**config.mk**
```make
export PLATFORM = sky130hd
export DESIGN_NAME = flash_cmd_top
export DESIGN_NICKNAME = d
export VERILOG_FILES = /design/src/rtl/flash_cmd_pkg.sv /design/src/rtl/flash_bus_decode.sv /design/src/rtl/flash_array.sv /design/src/rtl/flash_cmd_fsm.sv /design/src/rtl/flash_cmd_top.sv
export SDC_FILE = /design/constraint.sdc
export NUM_CORES = 2
export LEC_CHECK = 0
export BUFFER_PORTS_ARGS = -buffer_cell sky130_fd_sc_hd__buf_2
export CORE_ASPECT_RATIO = 1.75
export CORE_MARGIN = 3
export CORE_UTILIZATION = 55
export CTS_BUF_LIST = sky130_fd_sc_hd__clkbuf_4 sky130_fd_sc_hd__clkbuf_8
export CTS_CLUSTER_SIZE = 10
export DETAILED_ROUTE_END_ITERATION = 8
export PLACE_DENSITY = 0.69
export SETUP_SLACK_MARGIN = 0.2
export SYNTH_ARGS = -nofsm -noshare
export SYNTH_HDL_FRONTEND = slang
export SYNTH_SLANG_ARGS = --single-unit
```
**constraint.sdc**
```tcl
create_clock -name clk -period 9.3 [get_ports clk]
set_clock_uncertainty 0.2 [all_clocks]
set_input_delay 1.395 -clock clk [delete_from_list [all_inputs] [get_ports clk]]
set_output_delay 1.395 -clock clk [all_outputs]
set_load 0.02 [all_outputs]
```
**src/rtl/flash_cmd_pkg.sv**
```systemverilog
package flash_cmd_pkg;
    typedef enum logic [3:0] {
        ST_READ, ST_UNL1, ST_UNL2, ST_PGM_DATA,
        ST_ERS_SETUP, ST_ERS_UNL1, ST_ERS_UNL2, ST_SECT_WIN,
        ST_AUTOSEL, ST_BYP, ST_BYP_PGM, ST_BYP_EXIT,
        ST_BUSY_PGM, ST_BUSY_ERS
    } fc_state_e;

    localparam logic [7:0] KEY_A       = 8'hAA;
    localparam logic [7:0] KEY_B       = 8'h55;
    localparam logic [7:0] CMD_PGM     = 8'hA0;
    localparam logic [7:0] CMD_ASEL    = 8'h90;
    localparam logic [7:0] CMD_ERS     = 8'h80;
    localparam logic [7:0] CMD_BYP     = 8'h20;
    localparam logic [7:0] CMD_CHIP    = 8'h10;
    localparam logic [7:0] CMD_SECT    = 8'h30;
    localparam logic [7:0] CMD_EXIT    = 8'hF0;
    localparam logic [7:0] CMD_BYP_END = 8'h00;
endpackage

```
**src/rtl/flash_bus_decode.sv**
```systemverilog
module flash_bus_decode (
    input  logic clk,
    input  logic rst_n,
    input  logic cs_n,
    input  logic we_n,
    input  logic oe_n,
    output logic wr_pulse,
    output logic rd_pulse,
    output logic rd_en
);
    logic wr_act, rd_act, wr_q, rd_q;

    // write cycle qualifier; R3: read drive qualifier
    assign wr_act = rst_n & ~cs_n & ~we_n & oe_n;
    assign rd_act = rst_n & ~cs_n & ~oe_n & we_n;

    always_ff @(posedge clk or negedge rst_n) begin
        if (!rst_n) begin
            wr_q <= 1'b0;
            rd_q <= 1'b0;
        end else begin
            wr_q <= wr_act;
            rd_q <= rd_act;
        end
    end

    assign wr_pulse = wr_act & ~wr_q;
    assign rd_pulse = rd_act & ~rd_q;
    assign rd_en    = rd_act;
endmodule

```
**src/rtl/flash_array.sv**
```systemverilog
module flash_array #(
    parameter int AW    = 6,
    parameter int SECTS = 4
) (
    input  logic             clk,
    input  logic             pgm_go,
    input  logic [AW-1:0]    pgm_addr,
    input  logic [1:0]       pgm_be,
    input  logic [15:0]      pgm_data,
    input  logic             ers_go,
    input  logic [SECTS-1:0] ers_mask,
    input  logic [AW-1:0]    rd_addr,
    output logic [15:0]      rd_data
);
    localparam int WORDS  = 1 << AW;
    localparam int SECT_W = WORDS / SECTS;

    logic [15:0]      mem [WORDS];
    logic [WORDS-1:0] ers_hit;

    // per-word erase strobe from the sector mask
    for (genvar w = 0; w < WORDS; w++) begin : g_hit
        assign ers_hit[w] = ers_go & ers_mask[w / SECT_W];
    end

    always_ff @(posedge clk) begin
        for (int i = 0; i < WORDS; i++) begin
            if (ers_hit[i]) mem[i] <= 16'hFFFF;
        end
        if (pgm_go) begin
            // programming can only clear bits
            for (int b = 0; b < 2; b++) begin
                if (pgm_be[b]) mem[pgm_addr][b*8 +: 8] <= mem[pgm_addr][b*8 +: 8] & pgm_data[b*8 +: 8];
            end
        end
    end

    assign rd_data = mem[rd_addr];
endmodule

```
**src/rtl/flash_cmd_fsm.sv**
```systemverilog
module flash_cmd_fsm
    import flash_cmd_pkg::*;
#(
    parameter int            AW      = 6,
    parameter int            SECTS   = 4,
    parameter int            PGM_CYC = 8,
    parameter int            ERS_CYC = 20,
    parameter int            WIN_CYC = 6,
    parameter logic [AW-1:0] UNL_A1  = 'h15,
    parameter logic [AW-1:0] UNL_A2  = 'h2A
) (
    input  logic             clk,
    input  logic             rst_n,
    input  logic             wr_pulse,
    input  logic             rd_pulse,
    input  logic [AW-1:0]    addr,
    input  logic [15:0]      dq_in,
    input  logic             byte_mode,
    output fc_state_e        state,
    output logic             status_mode,
    output logic             pgm_status,
    output logic             poll_bit,
    output logic             tog,
    output logic             pgm_go,
    output logic [AW-1:0]    pgm_addr,
    output logic [1:0]       pgm_be,
    output logic [15:0]      pgm_data,
    output logic             ers_go,
    output logic [SECTS-1:0] ers_mask
);
    localparam int SB   = $clog2(SECTS);
    localparam int MAXC = (PGM_CYC > ERS_CYC) ? ((PGM_CYC > WIN_CYC) ? PGM_CYC : WIN_CYC)
                                              : ((ERS_CYC > WIN_CYC) ? ERS_CYC : WIN_CYC);
    localparam int CW   = $clog2(MAXC + 1);

    fc_state_e        st_q, st_d;
    logic [CW-1:0]    cnt_q, cnt_d;
    logic [SECTS-1:0] mask_q, mask_d, sect_hot;
    logic             byp_q, byp_d, poll_q, poll_d, tog_q, tog_d;
    logic [AW-1:0]    pa_q, pa_d;
    logic [1:0]       pbe_q, pbe_d;
    logic [15:0]      pd_q, pd_d;
    logic [7:0]       dbyte;
    logic             at_a1, at_a2, busy_q, busy_d;

    assign dbyte = dq_in[7:0];
    assign at_a1 = (addr == UNL_A1);
    assign at_a2 = (addr == UNL_A2);

    always_comb begin
        sect_hot = '0;
        sect_hot[addr[AW-1 -: SB]] = 1'b1;
    end

    // next-state and operation latching
    always_comb begin
        st_d   = st_q;
        cnt_d  = (cnt_q != '0) ? cnt_q - 1'b1 : cnt_q;
        mask_d = mask_q;
        byp_d  = byp_q;
        pa_d   = pa_q;
        pbe_d  = pbe_q;
        pd_d   = pd_q;
        poll_d = poll_q;
        pgm_go = 1'b0;
        ers_go = 1'b0;
        unique case (st_q)
            ST_READ: begin
                if (wr_pulse && at_a1 && dbyte == KEY_A) st_d = ST_UNL1;
            end
            ST_UNL1: begin
                if (wr_pulse) st_d = (at_a2 && dbyte == KEY_B) ? ST_UNL2 : ST_READ;
            end
            ST_UNL2: begin
                if (wr_pulse) begin
                    st_d = ST_READ;
                    if (at_a1) begin
                        if (dbyte == CMD_PGM)  st_d = ST_PGM_DATA;
                        if (dbyte == CMD_ASEL) st_d = ST_AUTOSEL;
                        if (dbyte == CMD_ERS)  st_d = ST_ERS_SETUP;
                        if (dbyte == CMD_BYP)  st_d = ST_BYP;
                    end
                end
            end
            ST_PGM_DATA, ST_BYP_PGM: begin
                if (wr_pulse) begin
                    st_d   = ST_BUSY_PGM;
                    cnt_d  = CW'(PGM_CYC - 1);
                    byp_d  = (st_q == ST_BYP_PGM);
                    pa_d   = addr;
                    pbe_d  = byte_mode ? (dq_in[15] ? 2'b10 : 2'b01) : 2'b11;
                    pd_d   = byte_mode ? {dbyte, dbyte} : dq_in;
                    poll_d = dq_in[7];
                end
            end
            ST_ERS_SETUP: begin
                if (wr_pulse) st_d = (at_a1 && dbyte == KEY_A) ? ST_ERS_UNL1 : ST_READ;
            end
            ST_ERS_UNL1: begin
                if (wr_pulse) st_d = (at_a2 && dbyte == KEY_B) ? ST_ERS_UNL2 : ST_READ;
            end
            ST_ERS_UNL2: begin
                if (wr_pulse) begin
                    st_d = ST_READ;
                    if (at_a1 && dbyte == CMD_CHIP) begin
                        st_d   = ST_BUSY_ERS;
                        mask_d = '1;
                        cnt_d  = CW'(ERS_CYC - 1);
                    end else if (dbyte == CMD_SECT) begin
                        st_d   = ST_SECT_WIN;
                        mask_d = sect_hot;
                        cnt_d  = CW'(WIN_CYC - 1);
                    end
                end
            end
            ST_SECT_WIN: begin
                if (wr_pulse) begin
                    if (dbyte == CMD_SECT) begin
                        mask_d = mask_q | sect_hot;
                        cnt_d  = CW'(WIN_CYC - 1);
                    end else begin
                        st_d   = ST_READ;
                        mask_d = '0;
                    end
                end else if (cnt_q == '0) begin
                    st_d  = ST_BUSY_ERS;
                    cnt_d = CW'(ERS_CYC - 1);
                end
            end
            ST_AUTOSEL: begin
                if (wr_pulse && dbyte == CMD_EXIT) st_d = ST_READ;
            end
            ST_BYP: begin
                if (wr_pulse && dbyte == CMD_PGM)  st_d = ST_BYP_PGM;
                if (wr_pulse && dbyte == CMD_ASEL) st_d = ST_BYP_EXIT;
            end
            ST_BYP_EXIT: begin
                if (wr_pulse) st_d = (dbyte == CMD_BYP_END) ? ST_READ : ST_BYP;
            end
            ST_BUSY_PGM: begin
                if (cnt_q == '0) begin
                    pgm_go = 1'b1;
                    st_d   = byp_q ? ST_BYP : ST_READ;
                end
            end
            ST_BUSY_ERS: begin
                if (cnt_q == '0) begin
                    ers_go = 1'b1;
                    st_d   = ST_READ;
                end
            end
            default: st_d = ST_READ;
        endcase
    end

    assign busy_q = (st_q == ST_BUSY_PGM) || (st_q == ST_BUSY_ERS) || (st_q == ST_SECT_WIN);
    assign busy_d = (st_d == ST_BUSY_PGM) || (st_d == ST_BUSY_ERS) || (st_d == ST_SECT_WIN);

    // toggle bit cleared at operation start, flipped by each status read
    always_comb begin
        tog_d = tog_q;
        if (busy_q && rd_pulse) tog_d = ~tog_q;
        if (!busy_q && busy_d)  tog_d = 1'b0;
    end

    // state register
    always_ff @(posedge clk or negedge rst_n) begin
        if (!rst_n) begin
            st_q   <= ST_READ;
            cnt_q  <= '0;
            mask_q <= '0;
            byp_q  <= 1'b0;
            pa_q   <= '0;
            pbe_q  <= '0;
            pd_q   <= '0;
            poll_q <= 1'b0;
            tog_q  <= 1'b0;
        end else begin
            st_q   <= st_d;
            cnt_q  <= cnt_d;
            mask_q <= mask_d;
            byp_q  <= byp_d;
            pa_q   <= pa_d;
            pbe_q  <= pbe_d;
            pd_q   <= pd_d;
            poll_q <= poll_d;
            tog_q  <= tog_d;
        end
    end

    assign state       = st_q;
    assign status_mode = busy_q;
    assign pgm_status  = (st_q == ST_BUSY_PGM);
    assign poll_bit    = poll_q;
    assign tog         = tog_q;
    assign pgm_addr    = pa_q;
    assign pgm_be      = pbe_q;
    assign pgm_data    = pd_q;
    assign ers_mask    = mask_q;
endmodule

```
**src/rtl/flash_cmd_top.sv**
```systemverilog
module flash_cmd_top
    import flash_cmd_pkg::*;
#(
    parameter int            AW       = 6,
    parameter int            SECTS    = 4,
    parameter int            PGM_CYC  = 8,
    parameter int            ERS_CYC  = 20,
    parameter int            WIN_CYC  = 6,
    parameter logic [AW-1:0] UNL_A1   = 'h15,
    parameter logic [AW-1:0] UNL_A2   = 'h2A,
    parameter logic [7:0]    MFR_CODE = 8'h5A,
    parameter logic [7:0]    DEV_CODE = 8'hC3
) (
    input  logic          clk,
    input  logic          rst_n,
    input  logic          cs_n,
    input  logic          we_n,
    input  logic          oe_n,
    input  logic          byte_n,
    input  logic [AW-1:0] addr,
    input  logic [15:0]   dq_in,
    output logic [15:0]   dq_out,
    output logic          dq_oe_lo,
    output logic          dq_oe_hi
);
    logic             wr_pulse, rd_pulse, rd_en;
    fc_state_e        state;
    logic             status_mode, pgm_status, poll_bit, tog;
    logic             pgm_go, ers_go;
    logic [AW-1:0]    pgm_addr;
    logic [1:0]       pgm_be;
    logic [15:0]      pgm_data, arr_word, sel_word;
    logic [SECTS-1:0] ers_mask;
    logic [7:0]       id_code;
    logic             byte_mode;

    assign byte_mode = ~byte_n;

    flash_bus_decode u_bus (
        .clk      (clk),
        .rst_n    (rst_n),
        .cs_n     (cs_n),
        .we_n     (we_n),
        .oe_n     (oe_n),
        .wr_pulse (wr_pulse),
        .rd_pulse (rd_pulse),
        .rd_en    (rd_en)
    );

    flash_cmd_fsm #(
        .AW(AW), .SECTS(SECTS), .PGM_CYC(PGM_CYC), .ERS_CYC(ERS_CYC),
        .WIN_CYC(WIN_CYC), .UNL_A1(UNL_A1), .UNL_A2(UNL_A2)
    ) u_fsm (
        .clk         (clk),
        .rst_n       (rst_n),
        .wr_pulse    (wr_pulse),
        .rd_pulse    (rd_pulse),
        .addr        (addr),
        .dq_in       (dq_in),
        .byte_mode   (byte_mode),
        .state       (state),
        .status_mode (status_mode),
        .pgm_status  (pgm_status),
        .poll_bit    (poll_bit),
        .tog         (tog),
        .pgm_go      (pgm_go),
        .pgm_addr    (pgm_addr),
        .pgm_be      (pgm_be),
        .pgm_data    (pgm_data),
        .ers_go      (ers_go),
        .ers_mask    (ers_mask)
    );

    flash_array #(.AW(AW), .SECTS(SECTS)) u_arr (
        .clk      (clk),
        .pgm_go   (pgm_go),
        .pgm_addr (pgm_addr),
        .pgm_be   (pgm_be),
        .pgm_data (pgm_data),
        .ers_go   (ers_go),
        .ers_mask (ers_mask),
        .rd_addr  (addr),
        .rd_data  (arr_word)
    );

    // identification codes
    always_comb begin
        unique case (addr[1:0])
            2'd0:    id_code = MFR_CODE;
            2'd1:    id_code = DEV_CODE;
            default: id_code = 8'h00;
        endcase
    end

    // output selection: status, identification or array data
    always_comb begin
        if (status_mode)
            sel_word = {8'h00, pgm_status & ~poll_bit, tog, 6'b0};
        else if (state == ST_AUTOSEL)
            sel_word = {8'h00, id_code};
        else
            sel_word = arr_word;
        if (byte_mode) begin
            if (!status_mode && state != ST_AUTOSEL && dq_in[15])
                dq_out = {8'h00, sel_word[15:8]};
            else
                dq_out = {8'h00, sel_word[7:0]};
        end else begin
            dq_out = sel_word;
        end
    end

    assign dq_oe_lo = rd_en;
    assign dq_oe_hi = rd_en & ~byte_mode;
endmodule

```
**Word-level counts from Yosys, hierarchy flattened**

Memories as Yosys holds them, arrays and structs flattened.
Cells that the tools add are included.

- Bits in registers: 42
- Bits in writable memories: 1024
- Output and inout bits: 18
- Memories: 1

- Add/sub/neg operators: 1
- Order comparisons: 2
- Equality and inequality tests: 32
- Muxes and demuxes: 75
- Bitwise operators: 23
- Reductions and logical operators: 29

Memories:

| memory | words | bits a word | read ports | clocked after Yosys merged registers in | write ports | line | text |
|---|---|---|---|---|---|---|---|
| u_arr.mem | 64 | 16 | 2 | 0 | 64 | flash_array.sv:18 | `logic [15:0] mem [WORDS];` |

Operator list:

| kind | count |
|---|---|
| two-way mux 4 bit | 28 |
| two-way mux 16 bit | 5 |
| one-hot mux 4 bit (13 select lines) | 1 |
| equality test 8 bit, second input constant | 5 |
| two-way mux 5 bit | 7 |
| equality test 4 bit, second input constant | 8 |
| equality test 4 x 3 -> 1 bit, second input constant | 5 |
| two-way mux 1 bit | 20 |
| bitwise AND 8 bit | 2 |
| equality test 8 x 6 -> 1 bit, second input constant | 2 |
| one-hot mux 8 bit (2 select lines) | 1 |
| OR reduction 16 bit | 1 |
| one-hot mux 5 bit (3 select lines) | 1 |
| bitwise AND 1 bit | 13 |
| logical AND 1 bit | 13 |
| two-way mux 2 bit | 5 |
| two-way mux 3 bit | 3 |
| equality test 4 x 2 -> 1 bit, second input constant | 2 |
| equality test 8 x 5 -> 1 bit, second input constant | 1 |
| equality test 8 x 7 -> 1 bit, second input constant | 1 |
| zero test 8 bit | 1 |
| two-way mux 8 bit | 1 |
| one-hot mux 4 bit (2 select lines) | 1 |
| NOT 1 bit | 7 |
| other kinds (23) | 28 |

**Longest topological paths before layout**

- Depth in word-level cells: 14
- Gate-level depth with buffers: 13
- Depth with buffers taken out: 9

**Modules after synthesis**

A second synthesis with hierarchy kept.

- Cell total of the unflattened synthesis: 4432
- Area total of the unflattened synthesis: 56135.1 um^2

Modules (own cells, without submodules):

| module | instances | cells an instance | area each (um^2) |
|---|---|---|---|
| flash_array | 1 | 4093 | 53141.0 |
| flash_cmd_fsm | 1 | 286 | 2600.0 |
| flash_cmd_top | 1 | 47 | 301.5 |
| flash_bus_decode | 1 | 6 | 92.6 |

**Worst setup path before layout**

Ideal clock, no wire load.

- Path kind: input to output
- Start: in addr[0]
- End: out dq_out[3]
- Arrival time: 3962 ps
- Path slack: 3743 ps
- Stages on the path: 10
- Cells stage by stage: buf_2 -> buf_2 -> buf_1 -> buf_2 -> mux2i_1 -> a221oi_1 -> nor3_1 -> o32ai_1 -> nand3_1 -> o211ai_1

- Cells in the longest elaborated chain, start to end: 6
- Elaborated cells between the ends (all ways): 8

Ends and longest elaborated chain:

| element | line | text |
|---|---|---|
| start: declaration | flash_cmd_top.sv:20 | `input logic [AW-1:0] addr,` |
| branches (longest 2 deep; another with memory (64 x 16 bit)) | - |  |
| two-way mux 16 bit * | flash_cmd_top.sv:99 | `else if (state == ST_AUTOSEL)` |
| two-way mux 16 bit * | flash_cmd_top.sv:97 | `if (status_mode)` |
| two-way mux 8 bit | flash_cmd_top.sv:104 | `if (!status_mode && state != ST_AUTOSEL && dq_in[15])` |
| two-way mux 16 bit * | flash_cmd_top.sv:103 | `if (byte_mode) begin` |
| end: declaration | flash_cmd_top.sv:22 | `output logic [15:0] dq_out,` |

Mark *: on every way between the ends.

**Final worst setup path**

- Start: in addr[1]
- End: out dq_out[1]

Same word-level chain as after synthesis.

==> impl_metrics.yaml <==
cells_and_area:
  syn2layout_area_growth_pct: 8.610
  drive_above_1_share_pct: 16.99
  nets: 4414
die:
  die_w_um: 243.8
  initial_utilization_pct: 55.47
  ioPinCount: 46
  coreArea_mm2: 0.09813
  rows: 152
  die_height_um: 422.2
  die_area_mm2: 0.1029
clocking:
  cts-resized-gates: 0
  cts_tree: "done"
  cts_buffers: 153
  ctsLongestPathBuffers: 3
  clkLatencyLatePin_ns: 0.93
  cts-root-buf: "clkbuf_8"
  path_clk_slew_ns: 0.06
  clock_sinks: 1065
  post_cts_buffers: 0
  cts_max_level: 4
  cts_hold_buffers: 0
synth:
  synthSimpleGateAreaFrac_pct: 13.35
  syn_nets: 4475
  yosysSeqAreaShare_pct: 58.37
  synthXorXnorAreaFrac_pct: 0.1126
  synthArstFlopShare_pct: 3.850
  synth_ff_type: "edfxtp_1"
  synth_compound_area_share_pct: 13.44
  synth_top_family_by_area: "compound AO/OA/AOI/OAI gates"
  yosys.area_share.adder_pct: 0.06895
  yosysUniqueCellTypes: 71
  syn_area_mm2: 0.05444
  ys_ff_latch: 1065
  synth_edf_count: 1024
  synth-warning-count: 0
  synthMuxAreaShare_pct: 11.22
  synth_cells: 4444
  avgSynthCellArea_um2: 12.25
place:
  portBuffers: 45
  gp_congestion: 1.085
  hpwlAfterDp_mm: 144.0
sta:
  slew_headroom_pct: 4.392
  rsz0062_at_grt: "false"
  finalSetupViolations: 0
  worst_pin_slew_ns: 1.415
  holdWs_ns: 0.3072
  setup_tns_ns: 0
  period_minus_slack_ns: 7.005
  maxSlewViolCount: 0
  hold_viol: 0
  timing.final.crit_share_pct: 75.32
  fmax_mhz: 142.8
critical_path:
  start_kind: "primary input"
  cp.arrival_ns: 5.41
  endpoint_kind: "primary output"
  cp_cell_sequence: "buf_8, buf_4, mux4_2, mux4_2, and2_1, a211oi_1, or3b_2, o211ai_1, buf_2"
  critPathMaxStageDelay_ns: 0.98
  critical_path_class: "in -> out"
  cp_top_family: "buffers and inverters"
  worst-path-max-fanout: 81
  path_common_cell: "mux4_2"
  crit_required_ns: 7.71
  path_buf_inv: 3
  slowest_stage: "a211oi_1"
routing:
  routed-wl-met3_mm: 30.65
  wl_met2_mm: 102.8
  met1_length_mm: 64.71
  vias_per_cell: 7.638
  top_layer: "met5"
  antenna_left: 0
  drtIter0Drc: 8262
  num_vias: 44532
  drc: 0
  wire_per_inst_um: 38.51
  first_pass_iters: 7
  routed_wirelength_mm: 224.5
worst_hold_path:
  hp-class: "reg -> reg"
global_route:
  antenna_found_initial: 14
  grt_max_degree: 111
  grt_first_pass_wirelength_mm: 315.5
  track_usage_pct: 43.47
  grt-ovfl-total: 0
  grt_pass1_vias: 43165
job:
  cap_violations: 0
pwr:
  powerDensity_mw_per_mm2: 193.3
  ir_drop_mv: 0.1971
  leakagePower_uw: 0.02006
status:
  outcome: "completed"
## cell usage after synthesis (6+ instances only)
master,n,area share [%]
inv_1,16,0.11
o21ai_0,149,1.4
nor3_1,26,0.24
nor4bb_1,31,0.57
a41oi_1,42,0.68
a31oi_1,53,0.61
nor2_1,183,1.3
or4_1,10,0.14
mux4_2,221,9.1
edfxtp_1,1024,56
a221oi_1,37,0.60
buf_2,94,0.86
a22oi_1,462,6.4
a2111oi_0,41,0.66
and3_1,9,0.10
nand2_1,1100,7.6
nand2b_1,13,0.15
o211ai_1,9,0.12
and2_1,7,0.080
dfrtp_1,41,1.9
nand3_1,33,0.30
and4_1,28,0.45
nand4_1,42,0.48
mux2_2,38,0.79
nor4b_1,23,0.37
nor3b_1,6,0.083
or3_1,7,0.080
a211oi_1,12,0.17
nand3b_1,6,0.083
and3b_1,9,0.14
mux2i_1,70,1.3
nor4_1,16,0.18
clkbuf_1,250,1.7
o22ai_1,18,0.21
a21oi_1,57,0.52
o41ai_4,12,0.61
nor2b_1,21,0.24
buf_1,63,0.43
a22o_1,37,0.60
buf_6,13,0.27
and4b_1,33,0.61
a2111o_1,6,0.12
## cell type report
cell class	instances	area [µm²]
multi-input cells	2939	20910
diodes	18	45.04
repair buffers	206	1569
clock buffers	199	2507
inverters	18	67.56
flip-flops and latches	1065	31790
well taps	1309	1638
clock inverters	76	598.1
fillers	7824	39010
## routing by layer
layer	vias to the layer above	GRT usage, %
li1	17226	-
met1	21376	47.09
met2	4562	67.72
met3	1364	14.57
met4	4	38.50
met5	-	0.6167
## worst register-to-register path: cells and delay by family, from the launching register on
family / cells / cell delay (ns)
buffers and inverters: 4 / 2.34
AO/OA/AOI/OAI: 4 / 2.14
flip-flops: 1 / 0.75
AND/OR/NAND/NOR: 2 / 0.37
## flip-flops by register name, summed over array words and instances, names as in the netlist
register and count:
u_bus.rd_q 1, u_fsm.state 4, u_fsm.cnt_q 5, u_bus.wr_q 1, u_fsm.pgm_data 16, u_arr.mem 1024
u_fsm.byp_q 1, u_fsm.ers_mask 4, u_fsm.pgm_be 2, u_fsm.pgm_addr 6, u_fsm.tog 1
## worst paths after layout
check / startpoint / to / slack, ns / cells after the start
max in group asynchronous: rst_n / u_fsm.pgm_addr[1]$_DFFE_PN0P_ / 8.01 / 2
worst min register to register: u_fsm.ers_mask[1]$_DFFE_PN0P_ / u_fsm.ers_mask[1]$_DFFE_PN0P_ / 0.31 / 1
min in group asynchronous: rst_n / u_bus.rd_q$_DFF_PN0_ / 0.39 / 2
worst max-delay path: addr[1] / dq_out[1] / 2.29 / 9
worst max register to register: u_fsm.pgm_addr[0]$_DFFE_PN0P_ / u_arr.mem[21][4]$_SDFFCE_PN1P_ / 3.21 / 10
worst min-delay path: u_fsm.ers_mask[1]$_DFFE_PN0P_ / u_fsm.ers_mask[1]$_DFFE_PN0P_ / 0.31 / 1
## where the power goes
part           switching, µW  internal [µW]  total [µW]
registers                177           5240        5420
logic                   1700            389        2090
clock network           1930           2000        3930
## per-stage QoR
stage	cells	util, %	power (µW)	instance area [µm²]	setup slack (ns)
floorplan	4444	-	6437	54440	3.743
global placement	5533	56.99	7413	55930	2.585
detailed placement	5533	56.99	7415	55930	2.590
CTS	5808	60.16	11220	59040	2.594
global route	5815	60.21	11560	59090	2.135
finish	5830	60.25	11430	59120	2.295
## cell usage in the layout (no fill, tap or decap), types with 17 or more instances in the layout
master | netlist | layout
clkbuf_4 | 0 | 38
mux2i_1 | 70 | 70
a21oi_1 | 57 | 57
nor2_1 | 183 | 180
nand2_1 | 1100 | 1098
a221oi_1 | 37 | 37
o21ai_1 | 0 | 69
nor4bb_1 | 31 | 31
nand4_1 | 42 | 42
nor4b_1 | 23 | 22
a22oi_1 | 462 | 462
nor3_1 | 26 | 23
o22ai_1 | 18 | 18
a31oi_1 | 53 | 52
o21ai_0 | 149 | 80
nand3_1 | 33 | 32
clkinv_1 | 2 | 33
buf_2 | 94 | 42
a22o_1 | 37 | 37
edfxtp_1 | 1024 | 1024
nor2b_1 | 21 | 17
and4b_1 | 33 | 33
a41oi_1 | 42 | 41
a2111oi_0 | 41 | 41
mux2_2 | 38 | 38
dfrtp_1 | 41 | 38
clkbuf_8 | 0 | 162
diode_2 | 0 | 18
buf_4 | 2 | 152
mux4_2 | 221 | 221
and4_1 | 28 | 28
clkinv_2 | 0 | 23
## cell families (layout without fill, tap and decap cells)
family | count (synthesis) | after routing
compound gates | 984 | 984
flops | 1065 | 1065
xor+xnor | 7 | 7
simple gates | 1616 | 1616
mux | 329 | 329
buf+inv | 440 | 499
other cells | 0 | 18
fa+ha+maj | 3 | 3
(Power assumes the default switching activity.)
